===== src/rtl/psadd_pkg.sv =====
package psadd_pkg;

    typedef enum logic [1:0] {
        MODE_WORD     = 2'b00,
        MODE_HALF     = 2'b01,
        MODE_BYTE     = 2'b10,
        MODE_WORD_ALT = 2'b11
    } lane_mode_e;

    typedef struct packed {
        logic       sub;
        lane_mode_e mode;
        logic [31:0] a;
        logic [31:0] b;
    } stage_op_s;

endpackage


===== src/rtl/psadd_lane_slice.sv =====
module psadd_lane_slice #(
    parameter int SLICE_W = 8
) (
    input  logic [SLICE_W-1:0] a_i,
    input  logic [SLICE_W-1:0] b_i,
    input  logic               cin_i,
    output logic [SLICE_W-1:0] sum_o,
    output logic               cout_o
);
    localparam int EXT_W = SLICE_W + 1;

    logic [EXT_W-1:0] wide_sum;

    always_comb begin
        wide_sum = {1'b0, a_i} + {1'b0, b_i} + {{SLICE_W{1'b0}}, cin_i};
    end

    assign sum_o  = wide_sum[SLICE_W-1:0];
    assign cout_o = wide_sum[SLICE_W];
endmodule


===== src/rtl/psadd_head_map.sv =====
module psadd_head_map
    import psadd_pkg::*;
#(
    parameter int DATA_W  = 32,
    parameter int SLICE_W = 8,
    localparam int NSLICE = DATA_W / SLICE_W
) (
    input  lane_mode_e        mode_i,
    output logic [NSLICE-1:0] head_o
);
    for (genvar i = 0; i < NSLICE; i++) begin : g_head
        localparam bit AT_WORD = ((i * SLICE_W) % 32) == 0;
        localparam bit AT_HALF = ((i * SLICE_W) % 16) == 0;
        localparam bit AT_BYTE = ((i * SLICE_W) % 8) == 0;

        always_comb begin
            unique case (mode_i)
                MODE_HALF: head_o[i] = AT_HALF;
                MODE_BYTE: head_o[i] = AT_BYTE;
                default:   head_o[i] = AT_WORD;
            endcase
        end
    end
endmodule


===== src/rtl/psadd_operand_stage.sv =====
module psadd_operand_stage
    import psadd_pkg::*;
(
    input  logic      clk_i,
    input  logic      rst_i,
    input  logic      valid_i,
    input  stage_op_s op_i,
    output logic      valid_o,
    output stage_op_s op_o
);
    stage_op_s conditioned;

    always_comb begin
        conditioned   = op_i;
        conditioned.b = op_i.sub ? ~op_i.b : op_i.b;
    end

    always_ff @(posedge clk_i) begin
        if (rst_i) begin
            valid_o <= 1'b0;
        end else begin
            valid_o <= valid_i;
        end
    end

    always_ff @(posedge clk_i) begin
        if (valid_i) begin
            op_o <= conditioned;
        end
    end
endmodule


===== src/rtl/psadd_unit.sv =====
module psadd_unit
    import psadd_pkg::*;
#(
    parameter int DATA_W  = 32,
    parameter int SLICE_W = 8
) (
    input  logic              clk_i,
    input  logic              rst_i,
    input  logic              in_valid_i,
    input  logic              op_sub_i,
    input  logic [1:0]        mode_i,
    input  logic [DATA_W-1:0] opa_i,
    input  logic [DATA_W-1:0] opb_i,
    output logic              out_valid_o,
    output logic [DATA_W-1:0] result_o
);
    localparam int NSLICE = DATA_W / SLICE_W;

    stage_op_s         in_op;
    stage_op_s         s1_op;
    logic              s1_valid;
    logic [NSLICE-1:0] lane_head;
    logic [NSLICE-1:0] slice_cin;
    logic [NSLICE-1:0] slice_cout;
    logic [DATA_W-1:0] raw_sum;
    logic              top_carry_unused;

    always_comb begin
        in_op.sub  = op_sub_i;
        in_op.mode = lane_mode_e'(mode_i);
        in_op.a    = opa_i;
        in_op.b    = opb_i;
    end

    psadd_operand_stage u_stage1 (
        .clk_i   (clk_i),
        .rst_i   (rst_i),
        .valid_i (in_valid_i),
        .op_i    (in_op),
        .valid_o (s1_valid),
        .op_o    (s1_op)
    );

    psadd_head_map #(
        .DATA_W  (DATA_W),
        .SLICE_W (SLICE_W)
    ) u_heads (
        .mode_i (s1_op.mode),
        .head_o (lane_head)
    );

    for (genvar i = 0; i < NSLICE; i++) begin : g_slice
        if (i == 0) begin : g_first
            assign slice_cin[i] = s1_op.sub;
        end else begin : g_rest
            assign slice_cin[i] = lane_head[i] ? s1_op.sub : slice_cout[i-1];
        end

        psadd_lane_slice #(
            .SLICE_W (SLICE_W)
        ) u_slice (
            .a_i    (s1_op.a[i*SLICE_W +: SLICE_W]),
            .b_i    (s1_op.b[i*SLICE_W +: SLICE_W]),
            .cin_i  (slice_cin[i]),
            .sum_o  (raw_sum[i*SLICE_W +: SLICE_W]),
            .cout_o (slice_cout[i])
        );
    end

    assign top_carry_unused = slice_cout[NSLICE-1];

    always_ff @(posedge clk_i) begin
        if (rst_i) begin
            out_valid_o <= 1'b0;
            result_o    <= '0;
        end else begin
            out_valid_o <= s1_valid;
            if (s1_valid) begin
                result_o <= raw_sum;
            end
        end
    end
endmodule


===== config.mk =====
export PLATFORM = sky130hd
export DESIGN_NAME = psadd_unit
export DESIGN_NICKNAME = d
export VERILOG_FILES = /design/src/rtl/psadd_pkg.sv /design/src/rtl/psadd_lane_slice.sv /design/src/rtl/psadd_head_map.sv /design/src/rtl/psadd_operand_stage.sv /design/src/rtl/psadd_unit.sv
export SDC_FILE = /design/constraint.sdc
export NUM_CORES = 1
export LEC_CHECK = 0
export BUFFER_PORTS_ARGS = -buffer_cell sky130_fd_sc_hd__buf_4
export CORE_MARGIN = 2
export CORE_UTILIZATION = 30
export CTS_CLUSTER_SIZE = 16
export DETAILED_ROUTE_END_ITERATION = 8
export GPL_ROUTABILITY_DRIVEN = 1
export GPL_TIMING_DRIVEN = 0
export SYNTH_ARGS = -nofsm -noshare
export SYNTH_HDL_FRONTEND = slang
export SYNTH_SLANG_ARGS = --single-unit

===== constraint.sdc =====
create_clock -name clk_i -period 13.1 [get_ports clk_i]
set_input_delay 0.655 -clock clk_i [delete_from_list [all_inputs] [get_ports clk_i]]
set_output_delay 0.655 -clock clk_i [all_outputs]
set_load 0.005 [all_outputs]

==> results.sh <==
export IMPL_crit_slowest_cell="edfxtp_1"
export IMPL_yosysWarnings=0
export IMPL_vias=3537
export IMPL_timing_hold_ws_ns=0.464
export IMPL_status="complete, no violations"
export IMPL_postRouteAntennaNets=0
export IMPL_fin_area_um2=6310
export IMPL_fmax_ghz=0.138
export IMPL_drtIter0Drc=273
export IMPL_place_congestion=0.757
export IMPL_synth_commonest_cells="edfxtp_1, dfxtp_1, xor2_1"
export IMPL_p_per_area_nw_per_um2=133
export IMPL_syn_area_per_cell_um2=12.3
export IMPL_tightest_slew_ns=0.867
export IMPL_root_buffer="clkbuf_16"
export IMPL_synth_compound_area_frac=0.154
export IMPL_crit_type="reg -> reg"
export IMPL_cts_inserted_buffers=9
export IMPL_netlist_cell_type_count=55
export IMPL_fin_skew_ns=0.00947
export IMPL_slowest_delay_ns=0.49
export IMPL_io_buffers=102
export IMPL_synth_edff_count=67
export IMPL_ir_worst_vdd_mv=0.0637
export IMPL_cts_setup_buffers=0
export IMPL_post_synth_top_count_cell="edfxtp_1"
export IMPL_setup_violations=0
export IMPL_wl_um=11800
export IMPL_drcViolationCount=0
export IMPL_vias_per_cell=4.76
export IMPL_cp_end_kind="flop"
export IMPL_cts_tree="done"
export IMPL_placedCellCount=727
export IMPL_synthAdderAreaFrac=0.103
export IMPL_ios=103
export IMPL_synthFlopType="edfxtp_1"
export IMPL_track_usage=0.139
export IMPL_hold_viol=0
export IMPL_relSlewSlack=0.422
export IMPL_synth_top_family_by_area="compound AO/OA/AOI/OAI gates"
export IMPL_synth_xor_xnor_area_share=0.0669
export IMPL_multi_input_area_um2=2140
export IMPL_ctsHoldBuffers=0
export IMPL_yosys_top_cells_area="edfxtp_1, dfxtp_1, ha_1, xor2_1, fa_1"
export IMPL_critPathBufInv=2
export IMPL_syn_nets=511
export IMPL_power_leakage_nw=2.57
export IMPL_rows=47
export IMPL_rsz0062_at_grt="no"
export IMPL_syn_to_final_growth_pct=26.8
export IMPL_htree_levels=3
export IMPL_grt_start_max_net_pins=69
export IMPL_die_h_um=133
export IMPL_period_share=0.553
export IMPL_place_area_um2=6020
export IMPL_first_pass_iters=4
export IMPL_fin_setup_tns_ns=0
export IMPL_syn_area_um2=4980
export IMPL_worst_path_max_fanout=3
export IMPL_insertion_delay_ns=0.35
export IMPL_synth_simple_area_share=0.0905
export IMPL_ys_ff_latch=101
export IMPL_fin_ws_ns=5.86
export IMPL_async_flop_share=0
export IMPL_avgRoutedWirePerCell_um=15.9
export IMPL_cp_required_ns=13.34
export IMPL_cts_resized=0
export IMPL_die_area_um2=17600
export IMPL_arrival_ns=7.48
export IMPL_dp_hpwl_um=8890
export IMPL_yosysSeqAreaShare=0.541
export IMPL_synth_area_mux_share=0.0161
export IMPL_cts_clk_slew_worst_paths_ns=0.07
export IMPL_hold_path_class="reg -> reg"
export IMPL_crit_family="adder cells"
export IMPL_core_area_um2=16400
export IMPL_layoutNonFillerInstCount=743
export IMPL_cts_max_path_buffers=2
export IMPL_grt_pass1_wl_um=18700
export IMPL_start_util=0.303
export IMPL_synth_top_area_share=0.404
export IMPL_cp_start_kind="flop"
export IMPL_netlist_instances=405
export IMPL_report_final_slew_viol_count=0
export IMPL_worst_path_most_repeated_cell="fa_1"
export IMPL_period_minus_slack_ns=7.24
export IMPL_nFillCells=1595
export IMPL_grt_pass1_vias=3557
export IMPL_finalNetCount=624
export IMPL_grt_antenna_before_repair=0
export IMPL_place_ws_ns=5.90
export IMPL_yosys_area_top_type="edfxtp_1"
export IMPL_antenna_cells=0
export IMPL_drive_gt1_frac=0.272
export IMPL_gr_total_overflow=0
export IMPL_die_x_um=133
export IMPL_drv_cap=0
export IMPL_seq_area_um2=2690
export IMPL_cts_sinks=101
==> stage by stage <==
stage	util	power (mW)
floorplan	-	0.510
global placement	0.367	0.577
detailed placement	0.367	0.582
CTS	0.385	0.851
global route	0.385	0.883
finish	0.385	0.841
==> registers in the layout, summed over array words and instances (netlist names) <==
name / flops
out_valid_o: 1
u_stage1.valid_o: 1
result_o: 32
u_stage1.op_o: 67
==> kinds of logic (layout without fill, tap and decap cells) <==
group | after synthesis | count (layout)
compound gates | 102 | 102
flops | 101 | 101
simple gates | 92 | 92
xor+xnor | 38 | 38
fa+ha+maj | 36 | 36
buf+inv | 28 | 146
mux | 8 | 8
==> layout by cell type (no fill, tap or decap), types with 3 or more instances in the layout <==
cell	count
a211o_1	10
a211oi_1	12
a211oi_2	3
a21o_1	10
a21oi_1	15
a31oi_1	6
buf_2	9
buf_4	103
buf_6	3
clkbuf_1	3
clkbuf_16	9
dfxtp_1	34
edfxtp_1	67
fa_1	8
ha_1	28
inv_1	11
mux2i_1	8
nand2_1	24
nand3_1	7
nand3b_1	3
nor2_1	23
nor2b_1	5
nor3_1	16
o211ai_1	4
o21a_1	6
o21ai_0	13
xnor2_1	5
xor2_1	33
==> power breakdown <==
group / internal (mW) / total [mW] / switching, mW / leakage (nW)
sequential: 0.374 / 0.388 / 0.0145 / 0.935
clock: 0.153 / 0.267 / 0.114 / 0.143
combinational: 0.0897 / 0.185 / 0.0956 / 1.49
total: 0.616 / 0.841 / 0.224 / 2.57
==> worst reg2reg max path, stage by stage, from the launching register on <==
cell and delay (ns):
edfxtp_1 0.49, inv_1 0.13, fa_1 0.21, inv_1 0.06, fa_1 0.43, a211o_1 0.30, nand2_1 0.10, a21o_1 0.14
a211oi_1 0.09, fa_1 0.46, fa_1 0.47, a211oi_2 0.27, o21ai_0 0.17, a21oi_1 0.15, o21ai_0 0.14, fa_1 0.47
fa_1 0.45, a211o_1 0.33, nand2_1 0.08, a21o_1 0.15, a211oi_1 0.09, fa_1 0.46, fa_1 0.43, a21o_2 0.21
a211oi_1 0.38, nor4_1 0.11, or3b_1 0.36
==> per-layer routing <==
layer  vias to the layer above  wire length, um  track usage
met3                        13              640       0.0383
li1                       1750                -            -
met4                         0              157       0.0448
met1                      1680             5290        0.175
met5                         -                0            0
met2                        94             5750        0.233
==> path summary, 6_finish.rpt <==
check                           depth (start not counted)               from            to  slack (ns)
worst max register to register                         26  u_stage1.op_o[66]  result_o[30]        5.86
worst max-delay path                                   26  u_stage1.op_o[66]  result_o[30]        5.86
worst min register to register                          2        result_o[4]   result_o[4]        0.46
worst min-delay path                                    2        result_o[4]   result_o[4]        0.46
==> area by class of cell <==
class                   instances  share of cell area
flip-flops and latches        101               0.427
multi-input cells             276               0.339
repair buffers                102               0.121
well taps                     220              0.0436
clock buffers                  12              0.0391
plain buffers                  16              0.0155
clock inverters                 4             0.00753
inverters                      12             0.00753
(Power assumes the default switching activity.)
